<file path="config.mk">
export PLATFORM = sky130hd
export DESIGN_NAME = eeprom_page_prog
export DESIGN_NICKNAME = d
export VERILOG_FILES = /design/src/rtl/eepc_pkg.sv /design/src/rtl/eepc_glitch_filter.sv /design/src/rtl/eepc_strobe_decode.sv /design/src/rtl/eepc_por_lock.sv /design/src/rtl/eepc_page_buf.sv /design/src/rtl/eeprom_page_prog.sv
export SDC_FILE = /design/constraint.sdc
export NUM_CORES = 1
export LEC_CHECK = 0
export BUFFER_PORTS_ARGS = -buffer_cell sky130_fd_sc_hd__buf_2
export CAP_MARGIN = 0
export CORE_MARGIN = 8
export CORE_UTILIZATION = 35
export CTS_CLUSTER_DIAMETER = 30
export DETAILED_ROUTE_END_ITERATION = 10
export HOLD_SLACK_MARGIN = 0.02
export PLACE_DENSITY = 0.54
export SETUP_SLACK_MARGIN = 0.2
export SKIP_LAST_GASP = 1
export SLEW_MARGIN = 20
export SYNTH_ARGS = -nofsm -noshare
export SYNTH_HDL_FRONTEND = slang
export SYNTH_SLANG_ARGS = --single-unit
</file>
<file path="constraint.sdc">
create_clock -name clk -period 3.85 [get_ports clk]
set_clock_uncertainty 0.15 [all_clocks]
set_input_delay 0.5775 -clock clk [delete_from_list [all_inputs] [get_ports clk]]
set_output_delay 0.5775 -clock clk [all_outputs]
set_load 0.02 [all_outputs]
</file>
<file path="src/rtl/eepc_pkg.sv">
package eepc_pkg;
   typedef enum logic [1:0] {
      ST_IDLE = 2'd0,
      ST_LOAD = 2'd1,
      ST_PROG = 2'd2
   } ctl_st_t;
endpackage

</file>
<file path="src/rtl/eepc_glitch_filter.sv">
// Per-bit level filter: an output level follows its input only after
// the input has held the new level for FILT_CYC consecutive cycles.
module eepc_glitch_filter #(
   parameter int N        = 3,
   parameter int FILT_CYC = 2
) (
   input  logic         clk,
   input  logic         rst_n,
   input  logic [N-1:0] raw,
   output logic [N-1:0] filt
);
   localparam int CW = (FILT_CYC < 2) ? 1 : $clog2(FILT_CYC + 1);

   generate
      for (genvar g = 0; g < N; g++) begin : g_bit
         logic lvl;
         if (FILT_CYC <= 1) begin : g_pass
            always_ff @(posedge clk or negedge rst_n) begin
               if (!rst_n) lvl <= 1'b1;
               else        lvl <= raw[g];
            end
         end else begin : g_cnt
            logic [CW-1:0] cnt;
            always_ff @(posedge clk or negedge rst_n) begin
               if (!rst_n) begin
                  lvl <= 1'b1;
                  cnt <= '0;
               end else if (raw[g] == lvl) begin
                  cnt <= '0;
               end else if (cnt == CW'(FILT_CYC - 1)) begin
                  lvl <= raw[g];
                  cnt <= '0;
               end else begin
                  cnt <= cnt + 1'b1;
               end
            end
         end
         assign filt[g] = lvl;
      end
   endgenerate
endmodule

</file>
<file path="src/rtl/eepc_strobe_decode.sv">
// Turns filtered strobes into a start event (address sample) and a
// qualified end event (byte latch).
module eepc_strobe_decode #(
   parameter int ADDR_W = 17
) (
   input  logic              clk,
   input  logic              rst_n,
   input  logic              ce_f,
   input  logic              we_f,
   input  logic              oe_f,
   input  logic              allow,
   input  logic [ADDR_W-1:0] addr,
   output logic              latch,
   output logic [ADDR_W-1:0] cap_addr
);
   logic active, act_q, armed, start_ev, end_ev;

   assign active   = !ce_f && !we_f && oe_f;
   assign start_ev = active && !act_q;
   assign end_ev   = act_q && !active && oe_f;
   assign latch    = end_ev && armed && allow;

   always_ff @(posedge clk or negedge rst_n) begin
      if (!rst_n) begin
         act_q    <= 1'b0;
         armed    <= 1'b0;
         cap_addr <= '0;
      end else begin
         act_q <= active;
         if (start_ev) begin
            armed    <= allow;
            cap_addr <= addr;
         end else if (end_ev) begin
            armed <= 1'b0;
         end
      end
   end
endmodule

</file>
<file path="src/rtl/eepc_por_lock.sv">
// Counts cycles of good supply; writes are allowed once T_POR is reached.
module eepc_por_lock #(
   parameter int T_POR = 250000
) (
   input  logic clk,
   input  logic rst_n,
   input  logic supply_good,
   output logic ok
);
   localparam int PW = $clog2(T_POR + 1);
   logic [PW-1:0] cnt;

   always_ff @(posedge clk or negedge rst_n) begin
      if (!rst_n)                   cnt <= '0;
      else if (!supply_good)        cnt <= '0;
      else if (cnt != PW'(T_POR))   cnt <= cnt + 1'b1;
   end

   assign ok = supply_good && (cnt == PW'(T_POR));
endmodule

</file>
<file path="src/rtl/eepc_page_buf.sv">
// Page data register with a load-valid bitmap.
module eepc_page_buf #(
   parameter int OFS_W  = 7,
   parameter int DATA_W = 8
) (
   input  logic              clk,
   input  logic              rst_n,
   input  logic              wr_en,
   input  logic [OFS_W-1:0]  wr_ofs,
   input  logic [DATA_W-1:0] wr_data,
   input  logic              clr,
   input  logic [OFS_W-1:0]  rd_ofs,
   output logic              rd_valid,
   output logic [DATA_W-1:0] rd_data,
   output logic [(1<<OFS_W)-1:0] vmap
);
   localparam int PB = 1 << OFS_W;
   logic [DATA_W-1:0] mem [PB];

   always_ff @(posedge clk) begin
      if (wr_en) mem[wr_ofs] <= wr_data;
   end

   always_ff @(posedge clk or negedge rst_n) begin
      if (!rst_n)     vmap <= '0;
      else if (clr)   vmap <= '0;
      else if (wr_en) vmap[wr_ofs] <= 1'b1;
   end

   assign rd_valid = vmap[rd_ofs];
   assign rd_data  = mem[rd_ofs];
endmodule

</file>
<file path="src/rtl/eeprom_page_prog.sv">
module eeprom_page_prog #(
   parameter int ADDR_W   = 17,
   parameter int DATA_W   = 8,
   parameter int OFS_W    = 7,
   parameter int FILT_CYC = 2,
   parameter int T_BLC    = 7500,
   parameter int T_WC     = 500000,
   parameter int T_POR    = 250000
) (
   input  logic              clk,
   input  logic              rst_n,
   input  logic              supply_good,
   input  logic              ce_n,
   input  logic              we_n,
   input  logic              oe_n,
   input  logic [ADDR_W-1:0] addr,
   input  logic [DATA_W-1:0] din,
   output logic              busy,
   output logic              commit_we,
   output logic [ADDR_W-1:0] commit_addr,
   output logic [DATA_W-1:0] commit_data
);
   import eepc_pkg::*;

   localparam int PAGE_BYTES = 1 << OFS_W;
   localparam int PG_W       = ADDR_W - OFS_W;
   localparam int IC_W       = $clog2(T_BLC + 1);
   localparam int PC_W       = $clog2(T_WC + 1);

   generate
      if (ADDR_W <= OFS_W) begin : g_chk_addr
         $error("ADDR_W must exceed OFS_W");
      end
      if (T_BLC < 2) begin : g_chk_blc
         $error("T_BLC must be at least 2");
      end
      if (T_WC <= PAGE_BYTES + 1) begin : g_chk_wc
         $error("T_WC must exceed PAGE_BYTES + 1");
      end
      if (FILT_CYC < 1) begin : g_chk_filt
         $error("FILT_CYC must be at least 1");
      end
   endgenerate

   ctl_st_t           st;
   logic [IC_W-1:0]   idle_cnt;
   logic [PC_W-1:0]   pc;
   logic [PG_W-1:0]   page_q;
   logic [2:0]        filt;
   logic              ce_f, we_f, oe_f;
   logic              por_ok, allow, latch, prog, clr;
   logic [ADDR_W-1:0] cap_addr;
   logic              rd_valid;
   logic [DATA_W-1:0] rd_data;
   logic [PAGE_BYTES-1:0] load_map;

   eepc_glitch_filter #(.N(3), .FILT_CYC(FILT_CYC)) u_filt (
      .clk(clk), .rst_n(rst_n),
      .raw({oe_n, we_n, ce_n}), .filt(filt)
   );
   assign ce_f = filt[0];
   assign we_f = filt[1];
   assign oe_f = filt[2];

   eepc_por_lock #(.T_POR(T_POR)) u_por (
      .clk(clk), .rst_n(rst_n), .supply_good(supply_good), .ok(por_ok)
   );

   assign prog  = (st == ST_PROG);
   assign allow = por_ok && !prog;

   eepc_strobe_decode #(.ADDR_W(ADDR_W)) u_dec (
      .clk(clk), .rst_n(rst_n),
      .ce_f(ce_f), .we_f(we_f), .oe_f(oe_f),
      .allow(allow), .addr(addr),
      .latch(latch), .cap_addr(cap_addr)
   );

   assign clr = prog && (pc == PC_W'(T_WC - 1));

   eepc_page_buf #(.OFS_W(OFS_W), .DATA_W(DATA_W)) u_buf (
      .clk(clk), .rst_n(rst_n),
      .wr_en(latch), .wr_ofs(cap_addr[OFS_W-1:0]), .wr_data(din),
      .clr(clr), .rd_ofs(pc[OFS_W-1:0]),
      .rd_valid(rd_valid), .rd_data(rd_data), .vmap(load_map)
   );

   always_ff @(posedge clk or negedge rst_n) begin
      if (!rst_n) begin
         st       <= ST_IDLE;
         idle_cnt <= '0;
         pc       <= '0;
         page_q   <= '0;
      end else begin
         unique case (st)
            ST_IDLE: begin
               if (latch) begin
                  st       <= ST_LOAD;
                  page_q   <= cap_addr[ADDR_W-1:OFS_W];
                  idle_cnt <= '0;
               end
            end
            ST_LOAD: begin
               if (latch) begin
                  idle_cnt <= '0;
               end else if (idle_cnt == IC_W'(T_BLC - 1)) begin
                  st <= ST_PROG;
                  pc <= '0;
               end else begin
                  idle_cnt <= idle_cnt + 1'b1;
               end
            end
            ST_PROG: begin
               if (clr) st <= ST_IDLE;
               else     pc <= pc + 1'b1;
            end
            default: st <= ST_IDLE;
         endcase
      end
   end

   always_ff @(posedge clk or negedge rst_n) begin
      if (!rst_n) begin
         commit_we   <= 1'b0;
         commit_addr <= '0;
         commit_data <= '0;
      end else begin
         commit_we   <= prog && (pc < PC_W'(PAGE_BYTES)) && rd_valid;
         commit_addr <= {page_q, pc[OFS_W-1:0]};
         commit_data <= rd_data;
      end
   end

   assign busy = (st != ST_IDLE);
endmodule

</file>
; ---- Yosys cells after proc, flatten, opt, wreduce, memory -nomap -nowiden
; Memory sizes are Yosys's and may differ from the RTL's. A register that Yosys moved wholly into a read port is not among the register bits.
; Cells that the tools add are included.
[totals]
memories = 1
register_bits = 236
wordCells = 114
mem_bits_ro = 0
in_bits = 31
latchBits = 0
mem_bits_rw = 1024
[op_classes]
mux = 31
n_reduce_logical = 32
n_eq_ne = 19
shift = 0
magnitude_cmp = 4
mul = 0
n_div = 0
bitwise_logic = 4
add_sub_neg = 6
[mem_list]
columns = name, depth, width, rd, rd_clocked_by_memory_dff, wr, line
row1 = u_buf.mem, 128, 8, 1, 1, 1, eepc_page_buf.sv:18  ; logic [DATA_W-1:0] mem [PB];
[ops]
columns = operator, count
row1 = 128-bit two-way mux, 2
row2 = 128-bit OR, 1
row3 = 19-bit two-way mux, 3
row4 = 13-bit two-way mux, 3
row5 = 19-bit case mux with 2 select lines, 1
row6 = 18-bit two-way mux, 2
row7 = 13-bit case mux with 2 select lines, 1
row8 = 2-bit two-way mux, 10
row9 = "19-bit by 1-bit adder with 19-bit output, second input constant", 1
row10 = "19-bit equality test, second input constant", 1
row11 = "19-bit by 8-bit < comparator with 1-bit output, second input constant", 1
row12 = "18-bit by 1-bit adder with 18-bit output, second input constant", 1
row13 = "18-bit equality test, second input constant", 1
row14 = "18-bit inequality test, second input constant", 1
row15 = "7-bit by 8-bit < comparator with 1-bit output, second input constant", 2
row16 = "13-bit by 1-bit adder with 13-bit output, second input constant", 1
row17 = "13-bit equality test, second input constant", 1
row18 = 1-bit logical AND, 13
row19 = 2-bit nonzero test, 5
row20 = "2-bit by 1-bit equality test with 1-bit output, second input constant", 4
row21 = "2-bit inequality test, second input constant", 4
row22 = 2-bit AND reduction, 4
row23 = 4-bit AND reduction, 2
row24 = 1-bit binary-select mux with 7-bit select, 1
row25 = other kinds (13), 30

; ---- Longest topological paths before layout
[logic_depth]
ltp_word = 10
ltp_mapped = 11
ltp_nobuf = 9

; ---- Cells and area by module
; Synthesis repeated with hierarchy kept, for this count alone.
[hier_totals]
hier_cells = 2544
hier_area_um2 = 50114.3
[by_module_without_submodules]
columns = mod, area_per_inst_um2, cells_per_inst, instances
row1 = eepc_page_buf, 44955.6, 2098, 1
row2 = eeprom_page_prog, 3046.7, 268, 1
row3 = eepc_por_lock, 970.9, 105, 1
row4 = eepc_strobe_decode, 743.2, 46, 1
row5 = eepc_glitch_filter, 397.9, 27, 1

; ---- Worst setup path after synthesis
; No wires, ideal clock.
[synth_path]
path_kind = register to register
from = register u_por.cnt[0]
to = memory u_buf.mem[108][0], enable pin
setup_slack_ns = 0.856
path_stages_with_launch = 9
arrival_ns = 2.470
required_time_ns = 3.326
setup_time_ns = 0.374
path_cell_list = dfrtp_1 inv_1 ha_1 nor4b_1 nand4_1 nor3_4 nand3_2 buf_4 nor2_1
[synth_between]
elab_chain_cells = 6
[synth_lines]
columns = element, line
row1 = from (decl), eepc_por_lock.sv:11  ; logic [PW-1:0] cnt;
row2 = from (signal assigned), eepc_por_lock.sv:16  ; else if (cnt != PW'(T_POR)) cnt <= cnt + 1'b1;
row3 = 18-bit equality test, eepc_por_lock.sv:19  ; assign ok = supply_good && (cnt == PW'(T_POR));
row4 = 1-bit logical AND, eepc_por_lock.sv:19
row5 = 1-bit logical AND, eeprom_page_prog.sv:70  ; assign allow = por_ok && !prog;
row6 = 1-bit logical AND, eepc_strobe_decode.sv:21  ; assign latch = end_ev && armed && allow;
row7 = 1-bit two-way mux, eepc_page_buf.sv:21  ; if (wr_en) mem[wr_ofs] <= wr_data;
row8 = 1-bit two-way mux (not written as such), eepc_page_buf.sv:21
row9 = to (decl), eepc_page_buf.sv:18
; No other way between the ends.

==> results by group <==
Route
  • Final WL: 143000 um
  • Routed Antenna Nets: 0
  • Vias: 28300
  • DRT Pass-1 Iters: 6
  • Drt wl/cell: 27.3 um
  • Initial DRC count: 2679
  • DRC errors left: 0
  • DR vias/cell: 5.42

Hold path
  • Worst hold stages: 1
  • Hold Crit Class: in2reg
  • WHS Endpoint: u_buf.mem[0][1]
  • Hold_sp: din[1]

Final layout
  • Finished Cell Area: 0.0640 mm^2
  • Util after Layout: 44.7%
  • Post-route insts no fill: 5219
  • # fillers: 12100
  • Sequential cell area: 0.0369 mm^2
  • Syn-to-layout area delta: 27.2%
  • Layout cell share with drive strength beyond 1: 32.8%
  • Antenna cells: 0
  • Final-stage net count: 3147
  • Multi-input gate area: 0.0128 mm^2

Global routing
  • First-pass GRT wire length: 209000 um
  • Initial antenna violation count: 1
  • GRT Total Usage: 18.0%
  • Largest net degree at the start of global routing: 129
  • Congestion Overflow GR: 0
  • Vias in the first global route: 30100

CTS
  • Clk sinks: 1268
  • Worst skew pair latency: 870 ps
  • H-tree levels: 5
  • Clk slew on worst S/H paths: 50 ps
  • CTS Buffer Depth: 4
  • CTS tree: built
  • CTS Buf Count: 282
  • Clk root buf: clkbuf_16

Power
  • Part of the power in registers: 38.7%
  • Comb power frac: 2.2%
  • PD cells: 614 mW/mm^2
  • Internal: 31.2 mW
  • Pleak: 22.6 nW
  • Sw Ratio: 20.7%
  • Clk pwr share: 59.1%
  • Worst vdd ir: 0.556 mV
  • Switching pwr: 8.14 mW

STA
  • Max_slew headroom: 31.2%
  • Fmax: 279 MHz
  • RSZ-0062 raised after global routing: no
  • Tmin final: 3590 ps
  • Worst Tran Pin Value: 1030 ps
  • Worst hold margin: 91.9 ps
  • Final period utilization: 93.2%
  • Slew Limit Fails: 0
  • Endpoints failing setup: 0
  • Fin. Hold Viols: 0

Floorplan
  • Height of the die: 395 um
  • Row cnt: 139
  • Initial Util: 35.2%
  • Core ar.: 0.143 mm^2
  • Num ports: 58
  • Die ar.: 0.156 mm^2
  • Die width: 395 um

Critical path
  • Req. time, crit path: 4400 ps
  • WP data arrival: 4140 ps
  • Crit end category: flip-flop
  • Worst flop-to-flop path startpoint: pc[0]
  • FF-to-FF setup slack: 260 ps
  • Worst r2r path cells: 8
  • Worst r2r dst: commit_data[0]
  • Max FO, Critical Path: 44
  • Startpoint types: flip-flop
  • Crit Path Category: reg2reg

Logic synthesis
  • YS warnings: 0
  • Fraction of registers with async set/reset: 19.2%
  • Gate Count Post-Synth: 2645
  • Most used DFF post-synth: edfxtp_1
  • Synthesized area per cell: 19.0 um^2
  • Part of the Yosys area used for sequential elements: 73.3%
  • Number of distinct library cells after synthesis: 76
  • Syn_nets: 2680
  • Post-synth EDFFs: 1024
  • Synthesized flop and latch total: 1268
  • Cell area after synthesis: 0.0503 mm^2

Status
  • Status: finished, final reports clean

Placed design
  • Dpl hpwl: 88500 um
  • Placed cell count: 4707
  • Routability cong.: 0.872
  • Port-buffer cells: 57
  • DP Area: 0.0545 mm^2

Job
  • Max cap viols: 0
power by group through the flow:
stage | Combinational [mW] | Sequential [mW] | Clock [mW]
2_1_floorplan | 0.396 | 15.4 | 0
3_3_place_gp | 0.858 | 15.4 | 0
3_5_place_dp | 0.878 | 15.4 | 0
4_1_cts | 0.899 | 15.2 | 23.6
5_1_grt | 0.952 | 15.2 | 24.3
6_report | 0.882 | 15.2 | 23.2
cells in the final DEF (no fill, tap or decap), types with 15 or more instances in the layout:
cell type,netlist,layout
edfxtp_1,1024,1024
clkbuf_16,0,292
mux4_2,283,283
dfrtp_1,241,236
buf_4,25,228
nor2_1,174,173
o21a_1,129,129
mux2i_1,97,97
nand2_1,59,59
buf_2,47,48
nand3_1,42,40
a21oi_1,36,36
clkbuf_1,50,36
and2_1,36,35
clkinv_2,0,32
clkinvlp_4,0,32
bufinv_16,0,29
a22oi_1,28,28
a211oi_1,28,28
mux2_2,26,26
nor2b_1,27,25
xnor2_1,24,24
clkinv_1,0,23
o21ai_0,22,22
dlygate4sd3_1,0,22
buf_12,0,22
nand4_1,19,19
nand2b_1,16,16
inv_6,0,16
clkinv_4,0,15
cell usage after synthesis (16+ instances only):
library cell  count  share of area, %
nand2b_1         16              0.20
o21a_1          129               1.9
a22oi_1          28              0.42
o21ai_0          22              0.22
nand2_1          59              0.44
edfxtp_1       1024                61
buf_2            47              0.47
mux2i_1          97               1.9
a21oi_1          36              0.36
mux4_2          283                13
and2_1           36              0.45
a211oi_1         28              0.42
buf_1            19              0.14
nor2_1          174               1.3
mux2_2           26              0.58
clkbuf_1         50              0.37
nand3_1          42              0.42
nor2b_1          27              0.34
nand4_1          19              0.24
xnor2_1          24              0.42
buf_4            25              0.37
dfrtp_1         241                12
worst max-delay path by stage:
stage | startpoint | endpoint | slack, ps | cells past startpoint
final | pc[0] | commit_data[0] | 260 | 8
after global routing | pc[0] | commit_data[0] | 210 | 8
after CTS | pc[1] | commit_data[0] | 220 | 8
after detailed placement | pc[0] | commit_data[0] | -500 | 8
after global placement | pc[0] | commit_data[0] | -470 | 8
after floorplan | u_por.cnt[0] | u_buf.mem[108][0] | 860 | 8
critical path, stage by stage (launching register included):
cell	delay (ps)
dfrtp_4	690
buf_12	370
nor2b_2	450
buf_4	280
a22oi_1	120
a31oi_2	490
nand3_2	300
a41oi_1	390
a211oi_1	140
final cells by class:
class / instances / share of cell area, %
tap: 1903 / 3.72
multi-input combinational: 1222 / 20.0
inverter: 14 / 0.0841
clock inverter: 150 / 2.62
clock buffer: 338 / 11.8
timing repair buffer: 324 / 4.16
sequential: 1268 / 57.6
flip-flops by register name, indices dropped and copies added, names as in the netlist:
register                flops
page_q                     10
commit_we                   1
idle_cnt                   13
u_filt.g_bit.g_cnt.cnt      6
u_filt.g_bit.lvl            3
u_dec.armed                 1
st                          2
commit_data                 8
u_dec.act_q                 1
u_buf.vmap                128
u_dec.cap_addr             17
pc                         19
u_por.cnt                  18
commit_addr                17
u_buf.mem                1024
per-stage QoR:
step                      total power, mW  TNS [ps]  setup slack, ps
final                                39.3         0              263
after detailed placement             16.3      -500             -500
after floorplan                      15.8         0              856
after global routing                 40.4         0              210
after global placement               16.3      -466             -466
after CTS                            39.7         0              220
per-layer routing:
metal,vias to the layer above,wire [um],GRT usage (%),part of all wire [%]
met5,-,0,0,0
met4,0,3970,6.10,2.8
met3,267,9910,4.19,6.9
met2,1133,68700,28.8,48
met1,15200,60100,24.2,42
li1,11700,-,-,-
timing repair:
item                                    in CTS  in global routing
endpoints found under the setup margin       2                  3
gates resized for setup                      4                  2
pin swaps                                    0                  1
hold buffers                                22                  0
setup buffers                                2                  0
hold endpoints to repair                   151                  0
cells by family (layout without fill, tap and decap cells):
group / count (synthesis) / after routing / share of synthesized area, %
buffers and inverters: 155 / 826 / 1.46
muxes: 416 / 416 / 15.4
adders and majority gates: 4 / 4 / 0.0995
AOI/OAI and AO/OA: 313 / 313 / 4.51
DFF: 1268 / 1268 / 73.3
and+or+nand+nor: 461 / 461 / 4.78
xor gates and xnor gates: 28 / 28 / 0.487
(Power assumes the default switching activity.)
